File: config.mk
export PLATFORM = sky130hd
export DESIGN_NAME = mtimer_unit
export DESIGN_NICKNAME = d
export VERILOG_FILES = /design/src/rtl/mtimer_pkg.sv /design/src/rtl/mtimer_decode.sv /design/src/rtl/mtimer_counter.sv /design/src/rtl/mtimer_cmp_slot.sv /design/src/rtl/mtimer_unit.sv
export SDC_FILE = /design/constraint.sdc
export NUM_CORES = 1
export LEC_CHECK = 0
export BUFFER_PORTS_ARGS = -buffer_cell sky130_fd_sc_hd__buf_4
export CAP_MARGIN = 25
export CORE_ASPECT_RATIO = 0.6
export CORE_MARGIN = 1
export CORE_UTILIZATION = 37
export DETAILED_ROUTE_END_ITERATION = 6
export HOLD_SLACK_MARGIN = 0.06
export SLEW_MARGIN = 20
export SYNTH_ARGS = -nofsm -noshare
export SYNTH_HDL_FRONTEND = slang
export SYNTH_SLANG_ARGS = --single-unit
File: constraint.sdc
create_clock -name clk -period 7.2 [get_ports clk]
set_input_delay 1.44 -clock clk [delete_from_list [all_inputs] [get_ports clk]]
set_output_delay 1.44 -clock clk [all_outputs]
set_load 0.05 [all_outputs]
File: src/rtl/mtimer_pkg.sv
package mtimer_pkg;

    localparam int WORD_W = 32;
    localparam int CNT_W  = 64;
    localparam int ADDR_W = 15;
    localparam int IDX_W  = ADDR_W - 3;

    localparam logic [IDX_W-1:0] CNT_IDX = '1;

    typedef enum logic [1:0] {
        SEL_NONE = 2'd0,
        SEL_CMP  = 2'd1,
        SEL_CNT  = 2'd2
    } sel_e;

    typedef struct packed {
        sel_e             sel;
        logic [IDX_W-1:0] idx;
        logic             hi;
    } dec_t;

    function automatic logic [CNT_W-1:0] merge_half(
        input logic [CNT_W-1:0]  cur,
        input logic              hi,
        input logic [WORD_W-1:0] w
    );
        return hi ? {w, cur[WORD_W-1:0]} : {cur[CNT_W-1:WORD_W], w};
    endfunction

    function automatic logic [WORD_W-1:0] pick_half(
        input logic [CNT_W-1:0] v,
        input logic             hi
    );
        return hi ? v[CNT_W-1:WORD_W] : v[WORD_W-1:0];
    endfunction

endpackage

File: src/rtl/mtimer_decode.sv
module mtimer_decode
    import mtimer_pkg::*;
#(
    parameter int NUM_HARTS = 3
) (
    input  logic [ADDR_W-1:0] addr,
    output dec_t              dec
);
    logic [IDX_W-1:0] idx;

    assign idx = addr[ADDR_W-1:3];

    always_comb begin
        dec.idx = idx;
        dec.hi  = addr[2];
        if (idx == CNT_IDX)
            dec.sel = SEL_CNT;
        else if (32'(idx) < NUM_HARTS)
            dec.sel = SEL_CMP;
        else
            dec.sel = SEL_NONE;
    end
endmodule

File: src/rtl/mtimer_counter.sv
module mtimer_counter
    import mtimer_pkg::*;
(
    input  logic              clk,
    input  logic              rst,
    input  logic              tick_en,
    input  logic              wr_en,
    input  logic              wr_hi,
    input  logic [WORD_W-1:0] wdata,
    output logic [CNT_W-1:0]  cnt
);
    always_ff @(posedge clk) begin
        if (rst)
            cnt <= '0;
        else if (wr_en)
            cnt <= merge_half(cnt, wr_hi, wdata);
        else if (tick_en)
            cnt <= cnt + CNT_W'(1);
    end
endmodule

File: src/rtl/mtimer_cmp_slot.sv
module mtimer_cmp_slot
    import mtimer_pkg::*;
(
    input  logic              clk,
    input  logic              rst,
    input  logic              wr_en,
    input  logic              wr_hi,
    input  logic [WORD_W-1:0] wdata,
    input  logic [CNT_W-1:0]  cnt,
    output logic [CNT_W-1:0]  cmp,
    output logic              irq
);
    always_ff @(posedge clk) begin
        if (rst)
            cmp <= '1;
        else if (wr_en)
            cmp <= merge_half(cmp, wr_hi, wdata);
    end

    assign irq = (cnt >= cmp);
endmodule

File: src/rtl/mtimer_unit.sv
module mtimer_unit
    import mtimer_pkg::*;
#(
    parameter int NUM_HARTS = 3
) (
    input  logic                 clk,
    input  logic                 rst,
    input  logic                 tick_en,
    input  logic [14:0]          bus_addr,
    input  logic [31:0]          bus_wdata,
    input  logic                 bus_we,
    input  logic                 bus_re,
    output logic [31:0]          bus_rdata,
    output logic [NUM_HARTS-1:0] timer_irq
);
    dec_t             dec;
    logic [CNT_W-1:0] cnt_q;
    logic [CNT_W-1:0] cmp_all [NUM_HARTS];
    logic [CNT_W-1:0] cmp_sel;
    logic             cnt_wr;
    logic [WORD_W-1:0] rdata_q;

    mtimer_decode #(.NUM_HARTS(NUM_HARTS)) u_dec (
        .addr (bus_addr),
        .dec  (dec)
    );

    assign cnt_wr = bus_we && (dec.sel == SEL_CNT);

    mtimer_counter u_cnt (
        .clk     (clk),
        .rst     (rst),
        .tick_en (tick_en),
        .wr_en   (cnt_wr),
        .wr_hi   (dec.hi),
        .wdata   (bus_wdata),
        .cnt     (cnt_q)
    );

    for (genvar h = 0; h < NUM_HARTS; h++) begin : g_slot
        logic slot_wr;
        assign slot_wr = bus_we && (dec.sel == SEL_CMP) && (dec.idx == IDX_W'(h));
        mtimer_cmp_slot u_slot (
            .clk   (clk),
            .rst   (rst),
            .wr_en (slot_wr),
            .wr_hi (dec.hi),
            .wdata (bus_wdata),
            .cnt   (cnt_q),
            .cmp   (cmp_all[h]),
            .irq   (timer_irq[h])
        );
    end

    always_comb begin
        cmp_sel = '0;
        for (int h = 0; h < NUM_HARTS; h++)
            if (dec.idx == IDX_W'(h))
                cmp_sel = cmp_all[h];
    end

    always_ff @(posedge clk) begin
        if (rst || !bus_re)
            rdata_q <= '0;
        else begin
            unique case (dec.sel)
                SEL_CNT:  rdata_q <= pick_half(cnt_q, dec.hi);
                SEL_CMP:  rdata_q <= pick_half(cmp_sel, dec.hi);
                default:  rdata_q <= '0;
            endcase
        end
    end

    assign bus_rdata = rdata_q;
endmodule

==> impl_metrics.env, run 1 <==
export IMPL_outcome="finished clean"
export IMPL_crit_family="compound AO/OA/AOI/OAI gates"
export IMPL_muxShareOfSynthArea_pct=4.72
export IMPL_arrival_ns=4.50
export IMPL_final_period_minus_worst_setup_slack_ns=5.94
export IMPL_synth_top_family_by_area="compound AO/OA/AOI/OAI gates"
export IMPL_layout_filler_cells=4689
export IMPL_standard_cell_with_the_maximum_stage_delay_on_the_critical_path="sky130_fd_sc_hd__nor4_1"
export IMPL_wl_per_cell_um=23.7
export IMPL_cts_post_setup_buffers_inserted=0
export IMPL_post_route_drc_count=0
export IMPL_initial_utilization_pct=38.0
export IMPL_total_negative_slack_ns=0
export IMPL_setup_viol=0
export IMPL_netlist_area_leader_share_pct=32.4
export IMPL_ys_warn_count=0
export IMPL_synth_avg_cell_area_um2=8.11
export IMPL_synth_compound_gate_area_share_pct=24.0
export IMPL_grt_max_degree=157
export IMPL_m1WireLength_mm=32.2
export IMPL_global_route_wire_length_before_repair_mm=102
export IMPL_drive_above_1_share_pct=8.91
export IMPL_timing_setup_critical_path_class="reg2out"
export IMPL_vias=17200
export IMPL_synthCells=2196
export IMPL_async_reset_ff_share_pct=0
export IMPL_design_portCount=87
export IMPL_multi_input_comb_area_um2=10700
export IMPL_portBuffers=84
export IMPL_yosys_top_cells_area="sky130_fd_sc_hd__dfxtp_1 (32%), sky130_fd_sc_hd__ha_1 (14%), sky130_fd_sc_hd__o211ai_1 (8.5%)"
export IMPL_relative_slew_slack_pct=14.6
export IMPL_coreArea_um2=46900
export IMPL_grt_overflow_total=0
export IMPL_detailed_route_wl_mm=67.1
export IMPL_ys_types=69
export IMPL_synthSimpleGateAreaFrac_pct=16.6
export IMPL_final_design_area_no_fill_um2=20000
export IMPL_synth_xor_xnor_area_share_pct=0.787
export IMPL_detailed_place_hpwl_mm=47.6
export IMPL_synth_largest_area_cell="sky130_fd_sc_hd__dfxtp_1"
export IMPL_cts_tree="done"
export IMPL_cts_sinks=288
export IMPL_synth_seq_area_share_pct=32.4
export IMPL_hold_path_depth=2
export IMPL_sequential_cell_area_um2=5770
export IMPL_worstSetupEndpointType="primary output"
export IMPL_area_enclosed_by_the_die_boundary_um2=49000
export IMPL_mappedNetlistNets=2441
export IMPL_finClkSkew_ns=0.0160
export IMPL_power_density_nw_per_um2=179
export IMPL_grt_use_total_pct=27.1
export IMPL_die_width_um=285
export IMPL_final_hold_violation_count=0
export IMPL_dpl_worst_slack_ns=2.08
export IMPL_first_global_vias=16100
export IMPL_cts_root_buf="sky130_fd_sc_hd__clkbuf_16"
export IMPL_route_top_layer_used="met4"
export IMPL_cell_rows=61
export IMPL_yosysMostFrequentCell="sky130_fd_sc_hd__dfxtp_1"
export IMPL_worst_endpoint_required_ns=5.76
export IMPL_synth_top_flop_cell="sky130_fd_sc_hd__dfxtp_1"
export IMPL_critPathBufInv=1
export IMPL_die_h_um=172
export IMPL_ctsHoldBuffers=0
export IMPL_clkTransAtPathRegs_ns=0.07
export IMPL_rsz0062_at_grt="no"
export IMPL_area_growth_pct=12.2
export IMPL_cts_htree_levels=1
export IMPL_synth_edff_count=0
export IMPL_dr_first_iter_drc_count=2068
export IMPL_reg2reg_depth=7
export IMPL_worst_path_largest_cell_delay_ns=0.96
export IMPL_worst_slew_pin_transition_ns=1.27
export IMPL_cts_resized=0
export IMPL_cap_violations=0
export IMPL_timing_final_crit_share_pct=82.6
export IMPL_placed_cell_area_um2=18900
export IMPL_number_of_nets_in_the_layout=2426
export IMPL_clock_tree_buffer_depth=3
export IMPL_max_freq_mhz=168
export IMPL_met3_wirelength_mm=7.30
export IMPL_critical_path_peak_fanout=11
export IMPL_slew_viol_final=0
export IMPL_finalPower_w=0.00357
export IMPL_leakagePower_nw=9.61
export IMPL_setup_worst_path_start_class="flop"
export IMPL_antenna_found_initial=1
export IMPL_cp_cell_instances="ha_1, nand4_1, nor4_1, o21ai_0, a21o_1, a211oi_1, nor4_1, o21ai_0, buf_4"
export IMPL_crit_start="u_cnt.cnt[22]$_SDFFE_PP0P_"
export IMPL_hold_path_class="reg2reg"
export IMPL_syn_area_um2=17800
export IMPL_synth_top_cells_by_count="sky130_fd_sc_hd__dfxtp_1 (288), sky130_fd_sc_hd__nand2_1 (261), sky130_fd_sc_hd__inv_1 (205)"
export IMPL_detail_route_antenna_nets=0
export IMPL_synth_adder_area_share_pct=13.6
export IMPL_detail_route_vias_per_cell=6.07
export IMPL_met2_wirelength_mm=26.2
export IMPL_cts_inserted_buffers=30
export IMPL_clk_insertion_delay_late_ns=0.59
export IMPL_critical_path_reg2reg_startpoint="u_cnt.cnt[10]$_SDFFE_PP0P_"
export IMPL_timing_hold_worst_start="g_slot[1].u_slot.cmp[23]$_SDFFE_PP1P_"
export IMPL_vdd_drop_max_v=0.000199
export IMPL_cp_num_cells=9
export IMPL_register_bit_count_reported_by_yosys=288
export IMPL_finalCoreUtilization_pct=42.6
export IMPL_timing_final_ws_setup_ns=1.26
export IMPL_firstDrtPassIters=5
export IMPL_place_gp_congestion=0.920
## flip-flops by register name, indices dropped and copies added (netlist names)
| name | cells |
|---|---|
| bus_rdata | 32 |
| g_slot.u_slot.cmp | 192 |
| u_cnt.cnt | 64 |
## through the flow
stage               std cells  hold WS [ns]
floorplan                2196         0.468
global placement         2775         0.494
detailed placement       2776         0.500
CTS                      2828         0.516
global route             2831         0.544
finish                   2832         0.520
## worst reg2reg max path: cells and delay by family (launching register included)
family             cells  cell delay [ns]
DFF                    1             0.59
AOI/OAI and AO/OA      1             0.12
and+or+nand+nor        5             2.38
muxes                  1             0.33
## area by class of cell
cell class	instances	area share (%)
Multi-Input combinational cell	1544	53.5
Inverter	206	3.90
Clock inverter	14	1.21
Clock buffer	38	4.17
Antenna cell	1	0.0125
Timing Repair Buffer	111	4.37
Tap cell	630	3.95
Sequential cell	288	28.9
## worst paths after layout
| path | endpoint | slack, ns |
|---|---|---|
| setup / recovery | timer_irq[0] | 1.26 |
| hold / removal | g_slot[1].u_slot.cmp[23]$_SDFFE_PP1P_ | 0.52 |
| setup reg to reg | u_cnt.cnt[25]$_SDFFE_PP0P_ | 3.72 |
| hold reg to reg | g_slot[1].u_slot.cmp[23]$_SDFFE_PP1P_ | 0.52 |
## metal layers
metal  global-route usage (%)  up-vias
li1                         -     7952
met1                     41.8     8270
met2                     37.5      877
met3                     5.59       85
met4                     6.00        0
met5                        0        -
## layout by cell type (no fill, tap or decap), types with 26 or more instances in the layout
cell                          n
sky130_fd_sc_hd__a211oi_1    33
sky130_fd_sc_hd__a21o_1      37
sky130_fd_sc_hd__a21oi_1    108
sky130_fd_sc_hd__a221oi_1    31
sky130_fd_sc_hd__a22oi_1     31
sky130_fd_sc_hd__buf_4      106
sky130_fd_sc_hd__clkbuf_16   31
sky130_fd_sc_hd__dfxtp_1    288
sky130_fd_sc_hd__ha_1       193
sky130_fd_sc_hd__inv_1      205
sky130_fd_sc_hd__mux2i_1     76
sky130_fd_sc_hd__nand2_1    261
sky130_fd_sc_hd__nand3_1     34
sky130_fd_sc_hd__nand4_1     57
sky130_fd_sc_hd__nor2_1     137
sky130_fd_sc_hd__nor3_1      40
sky130_fd_sc_hd__nor4_1      26
sky130_fd_sc_hd__o211ai_1   202
sky130_fd_sc_hd__o21ai_0     65
sky130_fd_sc_hd__o22ai_1     34
## where the power goes
group          leakage [nW]  internal [W]  total [W]  switching (W)
logic                  6.75     0.0000587   0.000200       0.000141
registers              2.33       0.00160    0.00161      0.0000159
clock network         0.522       0.00103    0.00175       0.000723
total                  9.61       0.00269    0.00357       0.000880
## cell families (layout without fill, tap and decap cells)
group                    count (synthesis)  after routing
AND/OR/NAND/NOR                        630            630
AO/OA/AOI/OAI                          622            622
buffers and inverters                  364            369
flip-flops                             288            288
adder cells (fa/ha/maj)                193            193
multiplexers                            83             83
XOR/XNOR                                16             16
other                                    0              1
No activity file was read; power rests on OpenSTA's default activity.
==> inputs of run 2 (changes only) <==
==> constraint.sdc (replaced) <==
create_clock -name clk -period 5.6 [get_ports clk]
set_input_delay 1.12 -clock clk [delete_from_list [all_inputs] [get_ports clk]]
set_output_delay 1.12 -clock clk [all_outputs]
set_load 0.05 [all_outputs]
==> run 2 against run 1 <==
Utilization rose by 0.18 points; sequential share of layout area down 0.12 points; die area unchanged; cell count increased by 0.64%; design area grew 0.42%; routed wire length down 1.3%; via count down 0.13%.
==> impl_metrics.env, run 2 (same netlist as run 1, synthesis figures left out) <==
export IMPL_final_cell_mix="sky130_fd_sc_hd__dfxtp_1 (288), sky130_fd_sc_hd__nand2_1 (261), sky130_fd_sc_hd__inv_1 (205)"
export IMPL_number_of_nets_in_the_layout=2439
export IMPL_max_freq_mhz=210
export IMPL_ctsHoldBuffers=0
export IMPL_layoutNonFillerInstCount=2850
export IMPL_coreArea_um2=46900
export IMPL_area_growth_pct=12.7
export IMPL_largest_register="g_slot.u_slot.cmp"
export IMPL_first_global_vias=15600
export IMPL_post_route_drc_count=0
export IMPL_portBuffers=84
export IMPL_firstDrtPassIters=7
export IMPL_worst_endpoint_required_ns=4.48
export IMPL_dpl_worst_slack_ns=1.51
export IMPL_wl_per_cell_um=23.2
export IMPL_relative_slew_slack_pct=24.5
export IMPL_clkTransAtPathRegs_ns=0.07
export IMPL_design_portCount=87
export IMPL_arrival_ns=3.64
export IMPL_finalCoreUtilization_pct=42.8
export IMPL_detailed_place_hpwl_mm=47.4
export IMPL_outcome="finished clean"
export IMPL_cts_root_buf="sky130_fd_sc_hd__clkbuf_16"
export IMPL_power_frac_comb_pct=5.7
export IMPL_slew_viol_final=0
export IMPL_area_enclosed_by_the_die_boundary_um2=49000
export IMPL_initial_utilization_pct=38.0
export IMPL_p_sw_w=0.00116
export IMPL_final_period_minus_worst_setup_slack_ns=4.76
export IMPL_antenna_found_initial=1
export IMPL_power_density_nw_per_um2=229
export IMPL_detail_route_antenna_nets=0
export IMPL_cts_tree="done"
export IMPL_setup_worst_path_start_class="flop"
export IMPL_cts_inserted_buffers=31
export IMPL_timing_setup_critical_path_class="reg2out"
export IMPL_cts_sinks=288
export IMPL_finClkSkew_ns=0.0208
export IMPL_timing_final_crit_share_pct=84.9
export IMPL_cts_resized=0
export IMPL_die_h_um=172
export IMPL_dr_first_iter_drc_count=2048
export IMPL_worstSetupEndpointType="primary output"
export IMPL_cts_htree_levels=1
export IMPL_sw_frac_of_total_pct=25.2
export IMPL_cap_violations=0
export IMPL_die_width_um=285
export IMPL_largest_reg_flops=192
export IMPL_timing_final_ws_setup_ns=0.843
export IMPL_clock_tree_buffer_depth=3
export IMPL_clk_insertion_delay_late_ns=0.60
export IMPL_grt_overflow_total=0
export IMPL_seq_power_share_pct=45.2
export IMPL_detailed_route_wl_mm=66.2
export IMPL_power_frac_clock_pct=49.1
export IMPL_cellInternalPower_w=0.00343
export IMPL_vdd_drop_max_v=0.000259
export IMPL_drive_above_1_share_pct=9.82
export IMPL_leakagePower_nw=9.67
export IMPL_layout_commonest_cell="sky130_fd_sc_hd__dfxtp_1"
export IMPL_placed_cell_area_um2=19000
export IMPL_grt_max_degree=91
export IMPL_place_gp_congestion=0.919
export IMPL_critical_path_peak_fanout=10
export IMPL_total_negative_slack_ns=0
export IMPL_grt_use_total_pct=26.5
export IMPL_setup_viol=0
export IMPL_vias=17200
export IMPL_final_hold_violation_count=0
export IMPL_detail_route_vias_per_cell=6.02
export IMPL_worst_slew_pin_transition_ns=1.12
export IMPL_global_route_wire_length_before_repair_mm=99.2
export IMPL_final_design_area_no_fill_um2=20100
export IMPL_dp_cells=2789
export IMPL_cts_post_setup_buffers_inserted=0
export IMPL_cell_rows=61
export IMPL_hold_path_class="reg2reg"
export IMPL_rsz0062_at_grt="no"
export IMPL_layout_filler_cells=4722
[run 2: cell types whose count changed in the layout (fill, tap and decap cells not counted)]
cell | before | now
sky130_fd_sc_hd__clkinv_2 | 2 | 10
sky130_fd_sc_hd__clkbuf_4 | 1 | 0
sky130_fd_sc_hd__clkdlybuf4s18_2 | 1 | 0
sky130_fd_sc_hd__clkinv_4 | 5 | 0
sky130_fd_sc_hd__inv_6 | 1 | 3
sky130_fd_sc_hd__clkbuf_8 | 3 | 4
sky130_fd_sc_hd__buf_16 | 1 | 0
sky130_fd_sc_hd__clkinvlp_4 | 1 | 5
sky130_fd_sc_hd__clkbuf_1 | 4 | 1
sky130_fd_sc_hd__nand2b_1 | 4 | 3
sky130_fd_sc_hd__clkbuf_2 | 0 | 1
sky130_fd_sc_hd__bufinv_16 | 6 | 5
sky130_fd_sc_hd__buf_4 | 106 | 120
sky130_fd_sc_hd__nand2b_2 | 0 | 1
[run 2: worst paths after layout]
check	start	end	slack [ns]	cells after the start
setup reg to reg	u_cnt.cnt[3]$_SDFFE_PP0P_	u_cnt.cnt[57]$_SDFFE_PP0P_	2.31	7
hold reg to reg	g_slot[1].u_slot.cmp[37]$_SDFFE_PP1P_	g_slot[1].u_slot.cmp[37]$_SDFFE_PP1P_	0.52	2
setup / recovery	u_cnt.cnt[25]$_SDFFE_PP0P_	timer_irq[1]	0.84	10
hold / removal	g_slot[1].u_slot.cmp[37]$_SDFFE_PP1P_	g_slot[1].u_slot.cmp[37]$_SDFFE_PP1P_	0.52	2
[run 2: layout make-up]
| class | count | area, µm² | share of cell area, % |
|---|---|---|---|
| repair buffers | 123 | 937 | 4.67 |
| diodes | 1 | 2.50 | 0.0125 |
| well taps | 630 | 788 | 3.93 |
| clock inverters | 22 | 255 | 1.27 |
| clock buffers | 36 | 835 | 4.16 |
| flip-flops and latches | 288 | 5770 | 28.7 |
| inverters | 206 | 778 | 3.88 |
| multi-input cells | 1544 | 10700 | 53.3 |
[run 2: stage by stage]
stage	hold slack, ns	power [W]
floorplan	0.468	0.00226
global placement	0.491	0.00237
detailed placement	0.508	0.00237
CTS	0.521	0.00460
global route	0.543	0.00471
finish	0.521	0.00459
[run 2: power by group through the flow]
stage	Combinational [W]	Clock, W	Sequential, W
5_1_grt	0.000272	0.00236	0.00207
2_1_floorplan	0.000146	0	0.00212
6_report	0.000260	0.00225	0.00207
3_5_place_dp	0.000253	0	0.00212
3_3_place_gp	0.000249	0	0.00212
4_1_cts	0.000253	0.00227	0.00207
[run 2: metal layers]
layer / GRT usage (%) / wire, µm / part of all wire [%] / vias to the layer above
met5: 0 / 0 / 0 / -
li1: - / - / - / 7973
met1: 41.3 / 32300 / 49 / 8288
met4: 5.44 / 1290 / 2.0 / 0
met3: 4.91 / 6710 / 10 / 80
met2: 37.1 / 25900 / 39 / 820
[run 2: critical path, cell delays in order, from the launching register on]
cell                       delay [ns]
sky130_fd_sc_hd__dfxtp_1         0.30
sky130_fd_sc_hd__buf_4           0.18
sky130_fd_sc_hd__ha_1            0.32
sky130_fd_sc_hd__a21o_1          0.16
sky130_fd_sc_hd__a211o_1         0.29
sky130_fd_sc_hd__o211ai_1        0.12
sky130_fd_sc_hd__a31oi_1         0.13
sky130_fd_sc_hd__o21ai_0         0.89
sky130_fd_sc_hd__a41o_1          0.35
sky130_fd_sc_hd__a21oi_1         0.09
sky130_fd_sc_hd__buf_4           0.21
